==> config.mk <==
export PLATFORM = sky130hd
export DESIGN_NAME = qr_gate_ctrl
export DESIGN_NICKNAME = d
export VERILOG_FILES = /design/src/rtl/qr_gate_pkg.sv /design/src/rtl/qr_period_timer.sv /design/src/rtl/qr_ontime_timer.sv /design/src/rtl/qr_gate_ctrl.sv
export SDC_FILE = /design/constraint.sdc
export NUM_CORES = 1
export LEC_CHECK = 0
export BUFFER_PORTS_ARGS = -buffer_cell sky130_fd_sc_hd__buf_2
export CAP_MARGIN = 20
export CORE_ASPECT_RATIO = 0.8
export CORE_MARGIN = 10
export CORE_UTILIZATION = 59
export CTS_CLUSTER_SIZE = 8
export DETAILED_ROUTE_END_ITERATION = 8
export MAX_ROUTING_LAYER = met4
export PLACE_DENSITY = 0.79
export RECOVER_POWER = 50
export SLEW_MARGIN = 10
export SYNTH_ARGS = -nofsm -noshare
export SYNTH_HDL_FRONTEND = slang
export SYNTH_SLANG_ARGS = --single-unit
==> constraint.sdc <==
create_clock -name clk -period 3.3 [get_ports clk]
set_input_delay 0.495 -clock clk [delete_from_list [all_inputs] [get_ports clk]]
set_output_delay 0.495 -clock clk [all_outputs]
set_load 0.03 [all_outputs]
==> src/rtl/qr_gate_pkg.sv <==
package qr_gate_pkg;

    typedef enum logic [1:0] {
        MODE_STANDBY  = 2'd0,
        MODE_STARTUP  = 2'd1,
        MODE_VALLEY   = 2'd2,
        MODE_SHUTDOWN = 2'd3
    } qr_mode_e;

    // Turn-on decision of one cycle
    typedef struct packed {
        logic fire;
        logic from_valley;
        logic hold_valley;
        logic ovp_trip;
    } qr_trig_t;

    function automatic logic is_running(qr_mode_e m);
        return (m == MODE_STARTUP) || (m == MODE_VALLEY);
    endfunction

endpackage

==> src/rtl/qr_period_timer.sv <==
module qr_period_timer #(
    parameter int MIN_CYC     = 312,
    parameter int RESTART_CYC = 10000
) (
    input  logic clk,
    input  logic rst,
    input  logic clear,
    output logic min_ok,
    output logic restart_due
);
    localparam int CW = $clog2(RESTART_CYC + 1);
    localparam logic [CW-1:0] LAST_CNT = CW'(RESTART_CYC - 1);
    localparam logic [CW-1:0] MIN_CNT  = CW'(MIN_CYC - 1);

    logic [CW-1:0] cnt_q;

    // Cycles since the last turn-on, saturating at the restart point
    always_ff @(posedge clk) begin
        if (rst || clear) begin
            cnt_q <= '0;
        end else if (cnt_q != LAST_CNT) begin
            cnt_q <= cnt_q + 1'b1;
        end
    end

    assign min_ok      = (cnt_q >= MIN_CNT);
    assign restart_due = (cnt_q == LAST_CNT);
endmodule

==> src/rtl/qr_ontime_timer.sv <==
module qr_ontime_timer #(
    parameter int TON_W      = 8,
    parameter int BLANK_CYC  = 20,
    parameter int DETECT_CYC = 20
) (
    input  logic             clk,
    input  logic             rst,
    input  logic             start,
    input  logic             run,
    input  logic [TON_W-1:0] ton_i,
    input  logic             ocp_i,
    output logic             end_on
);
    localparam int WIN_END = BLANK_CYC + DETECT_CYC;
    localparam int WIN_W   = $clog2(WIN_END + 1);
    localparam int CW      = (TON_W > WIN_W) ? TON_W : WIN_W;

    logic [TON_W-1:0] ton_q;
    logic [CW-1:0]    cnt_q;
    logic [CW-1:0]    last_cnt;
    logic             in_window;

    always_ff @(posedge clk) begin
        if (rst) begin
            ton_q <= '0;
            cnt_q <= '0;
        end else if (start) begin
            ton_q <= ton_i;
            cnt_q <= '0;
        end else if (run && (cnt_q != '1)) begin
            cnt_q <= cnt_q + 1'b1;
        end
    end

    always_comb begin
        last_cnt  = (ton_q == '0) ? '0 : (CW'(ton_q) - 1'b1);
        in_window = (cnt_q >= CW'(BLANK_CYC)) && (cnt_q < CW'(WIN_END));
        end_on    = run && ((cnt_q >= last_cnt) || (ocp_i && in_window));
    end
endmodule

==> src/rtl/qr_gate_ctrl.sv <==
module qr_gate_ctrl
    import qr_gate_pkg::*;
#(
    parameter int TON_W          = 8,
    parameter int BLANK_CYC      = 20,
    parameter int DETECT_CYC     = 20,
    parameter int MIN_PERIOD_CYC = 312,
    parameter int RESTART_CYC    = 10000
) (
    input  logic             clk,
    input  logic             rst,
    input  logic             vdd_start_ok,
    input  logic             vdd_hold_ok,
    input  logic             valley_i,
    input  logic             ocp_i,
    input  logic             ovp_i,
    input  logic [TON_W-1:0] ton_i,
    output logic             gate_o,
    output logic [1:0]       mode_o
);
    qr_mode_e mode_q;
    logic     gate_q;
    logic     pend_q;
    logic     min_ok, restart_due, end_on;
    logic     period_clear;
    qr_trig_t trig;

    always_comb begin
        trig             = '0;
        trig.ovp_trip    = is_running(mode_q) && !gate_q && ovp_i;
        trig.from_valley = is_running(mode_q) && !gate_q && !trig.ovp_trip
                           && (valley_i || pend_q) && min_ok;
        trig.fire        = trig.from_valley
                           || (is_running(mode_q) && !gate_q && !trig.ovp_trip && restart_due);
        trig.hold_valley = is_running(mode_q) && !gate_q && !trig.ovp_trip
                           && valley_i && !trig.fire;
        period_clear     = (mode_q == MODE_STANDBY) || trig.fire;
    end

    qr_period_timer #(
        .MIN_CYC     (MIN_PERIOD_CYC),
        .RESTART_CYC (RESTART_CYC)
    ) u_period (
        .clk         (clk),
        .rst         (rst),
        .clear       (period_clear),
        .min_ok      (min_ok),
        .restart_due (restart_due)
    );

    qr_ontime_timer #(
        .TON_W      (TON_W),
        .BLANK_CYC  (BLANK_CYC),
        .DETECT_CYC (DETECT_CYC)
    ) u_ontime (
        .clk    (clk),
        .rst    (rst),
        .start  (trig.fire),
        .run    (gate_q),
        .ton_i  (ton_i),
        .ocp_i  (ocp_i),
        .end_on (end_on)
    );

    always_ff @(posedge clk) begin
        if (rst || !vdd_hold_ok) begin
            mode_q <= MODE_STANDBY;
            gate_q <= 1'b0;
            pend_q <= 1'b0;
        end else begin
            case (mode_q)
                MODE_STANDBY: begin
                    if (vdd_start_ok) mode_q <= MODE_STARTUP;
                end
                MODE_SHUTDOWN: begin
                    gate_q <= 1'b0;
                end
                default: begin
                    if (trig.ovp_trip) begin
                        mode_q <= MODE_SHUTDOWN;
                        pend_q <= 1'b0;
                    end else if (gate_q) begin
                        if (end_on) gate_q <= 1'b0;
                    end else if (trig.fire) begin
                        gate_q <= 1'b1;
                        pend_q <= 1'b0;
                        if (trig.from_valley) mode_q <= MODE_VALLEY;
                    end else if (trig.hold_valley) begin
                        pend_q <= 1'b1;
                    end
                end
            endcase
        end
    end

    assign gate_o = gate_q;
    assign mode_o = mode_q;
endmodule

==> impl_metrics.env <==
export IMPL_die_w_microns=85.61
export IMPL_synth_async_reset_ratio_pct=0
export IMPL_synth_ff_type="dfxtp_1"
export IMPL_grt_pass1_wl_microns=7741
export IMPL_rows=18
export IMPL_gp_congestion=0.8202
export IMPL_cp_arrival_ns=2.83
export IMPL_core_area_sq_mm=0.003198
export IMPL_drive_above_1_share_pct=10.53
export IMPL_slew_headroom_pct=61.27
export IMPL_grt_max_degree=19
export IMPL_ctsHtreeMaxLevel=2
export IMPL_syn_inst=246
export IMPL_setup_tns_ns=0
export IMPL_worstPathMaxFanout=6
export IMPL_critPathBufInv=1
export IMPL_tritoncts="yes"
export IMPL_synth_most_common_cell="dfxtp_1"
export IMPL_criticalPathCategory="reg2reg"
export IMPL_clockBufferDepth=2
export IMPL_num_antenna_cells=0
export IMPL_wl_microns=4508
export IMPL_synth_cell_type_count=46
export IMPL_cts_clk_slew_worst_paths_ns=0.07
export IMPL_p_leak_nw=0.8519
export IMPL_post_cts_buffers=0
export IMPL_holdWs_ns=0.4495
export IMPL_syn_avg_cell_area_sq_um=8.260
export IMPL_die_area_sq_mm=0.006206
export IMPL_synthTopCellsByCount="34 x dfxtp_1, 31 x nor2_1, 24 x nand2_1, 14 x ha_1, 12 x nand2b_1"
export IMPL_rsz0062_at_grt="no"
export IMPL_start_util_pct=63.54
export IMPL_syn_num_nets=275
export IMPL_startpoint_type="flop"
export IMPL_hold_viol=0
export IMPL_drc=0
export IMPL_ios=18
export IMPL_synth_edff_count=0
export IMPL_drtIter0Drc=124
export IMPL_status="completed"
export IMPL_grt_ovfl_total=0
export IMPL_irDropWorstVdd_mv=0.2619
export IMPL_dr_pass1_iters=4
export IMPL_ant_nets=0
export IMPL_vias=1794
export IMPL_clock_sinks=34
export IMPL_p_per_area_mw_per_mm2=366.7
export IMPL_min_period_ns=2.605
export IMPL_max_stage_delay_ns=0.41
export IMPL_critPathSlowestCell="or3_1"
export IMPL_hold_path_class="in2reg"
export IMPL_grt_pass1_vias=1678
export IMPL_syn_to_final_growth_pct=10.22
export IMPL_viasPerCell=5.863
export IMPL_synth_top_area_cell="dfxtp_1"
export IMPL_synth_area_sq_mm=0.002032
export IMPL_finClkSkew_ns=0.007769
export IMPL_dp_hpwl_microns=3234
export IMPL_slew_violations=0
export IMPL_crit_family="simple AND/OR/NAND/NOR gates"
export IMPL_clk_insertion_delay_late_ns=0.29
export IMPL_crit_chain="inv_1 > ha_1 > nand2_1 > or3_1 > or3_1 > and2_1 > ha_1 > nor2b_1 > o21ai_0 > a21oi_1 > o211ai_1 > a2bb2oi_1"
export IMPL_nFillCells=288
export IMPL_setup_viol=0
export IMPL_fmax_ghz=0.3839
export IMPL_tightest_slew_ns=0.5793
export IMPL_fin_nets=294
export IMPL_ctsResizeCount=0
export IMPL_grt_total_usage_pct=15.43
export IMPL_yosys_warnings=0
export IMPL_end_kind="flop"
export IMPL_antenna_found_initial=0
export IMPL_synth_top_area_share_pct=33.50
export IMPL_cts_buffers=5
export IMPL_design_area_sq_mm=0.002240
export IMPL_clock_root_buffer="clkbuf_8"
export IMPL_hold_buffers=0
export IMPL_synth_area_leaders="dfxtp_1 33%, ha_1 8.6%, nor2_1 5.7%"
export IMPL_drv_cap=0
export IMPL_synth_seq_area_share_pct=33.50
export IMPL_cp_required_ns=3.52
export IMPL_placed_area_sq_mm=0.002140
export IMPL_detail_route_wl_per_cell_microns=14.73
export IMPL_place_port_buffers=17
export IMPL_synth_seq_cells=34
export IMPL_die_h_microns=72.49
export IMPL_timing_final_crit_share_pct=78.93
## cells in the final DEF, fill, tap and decap left out, types with 4 or more instances in the layout
cell and instances:
a21oi_1 11, and2_1 4, buf_2 14, clkbuf_8 8, dfxtp_1 34, ha_1 14
inv_1 9, nand2_1 25, nand2b_1 12, nand3_1 7, nand4_1 7, nand4b_1 7
nor2_1 31, nor3_1 5, nor3b_1 5, o21ai_0 9, or3_1 4, xnor2_1 8
xor2_1 9
## worst min-delay path, cell delays in order
cell	delay (ns)
buf_2	0.09
nand2b_1	0.06
o21ai_1	0.05
## stage by stage
| step | total power (W) | std cells | utilization [%] | setup slack, ns |
|---|---|---|---|---|
| after floorplan | 0.0004520 | 246 | - | 0.9141 |
| after global placement | 0.0004674 | 298 | 66.90 | 0.8224 |
| after detailed placement | 0.0004682 | 298 | 66.90 | 0.7284 |
| after CTS | 0.0008251 | 306 | 70.34 | 0.6848 |
| after global routing | 0.0008480 | 306 | 70.03 | 0.4922 |
| final | 0.0008212 | 306 | 70.03 | 0.6953 |
## per-layer routing
layer	track usage, %	wire length (microns)	vias up
li1	-	-	906
met1	19.37	2243	830
met2	22.76	1915	51
met3	4.353	284	7
met4	6.204	64	0
met5	-	0	-
## sequential cells by signal, indices dropped and copies added, names as in the netlist
| signal | cells |
|---|---|
| pend_q | 1 |
| gate_o | 1 |
| u_ontime.ton_q | 8 |
| mode_o | 2 |
| u_period.cnt_q | 14 |
| u_ontime.cnt_q | 8 |
## power breakdown
part	switching, W	internal [W]
sequential	0.00000265	0.000413
clock	0.000151	0.000211
combinational	0.0000250	0.0000187
total	0.000179	0.000642
## worst paths after layout
path	startpoint	endpoint	slack [ns]	cells past startpoint
max reg2reg	u_ontime.ton_q[0]$_SDFFE_PP0N_	gate_o$_SDFFE_PP0P_	0.70	12
max	u_ontime.ton_q[0]$_SDFFE_PP0N_	gate_o$_SDFFE_PP0P_	0.70	12
min	ton_i[1]	u_ontime.ton_q[1]$_SDFFE_PP0N_	0.45	3
min reg2reg	u_period.cnt_q[1]$_SDFFE_PP0N_	u_period.cnt_q[1]$_SDFFE_PP0N_	0.49	2
## cells by family (layout without fill, tap and decap cells)
family | count (synthesis) | count (layout) | synth area share (%)
buffers and inverters | 14 | 34 | 3.017
adders and majority gates | 14 | 14 | 8.621
AOI/OAI and AO/OA | 39 | 39 | 12.13
xor gates and xnor gates | 17 | 17 | 7.328
DFF | 34 | 34 | 33.50
muxes | 4 | 4 | 2.032
and+or+nand+nor | 124 | 124 | 33.37
## layout make-up
cell class / instances / area, sq um / share of cell area, %
clock buffers: 8 / 110.1 / 4.916
inverters: 9 / 33.78 / 1.508
multi-input cells: 198 / 1284 / 57.32
flip-flops and latches: 34 / 680.7 / 30.39
well taps: 40 / 50.05 / 2.235
repair buffers: 17 / 81.33 / 3.631
Note: power is estimated with default switching activity, not from simulation.
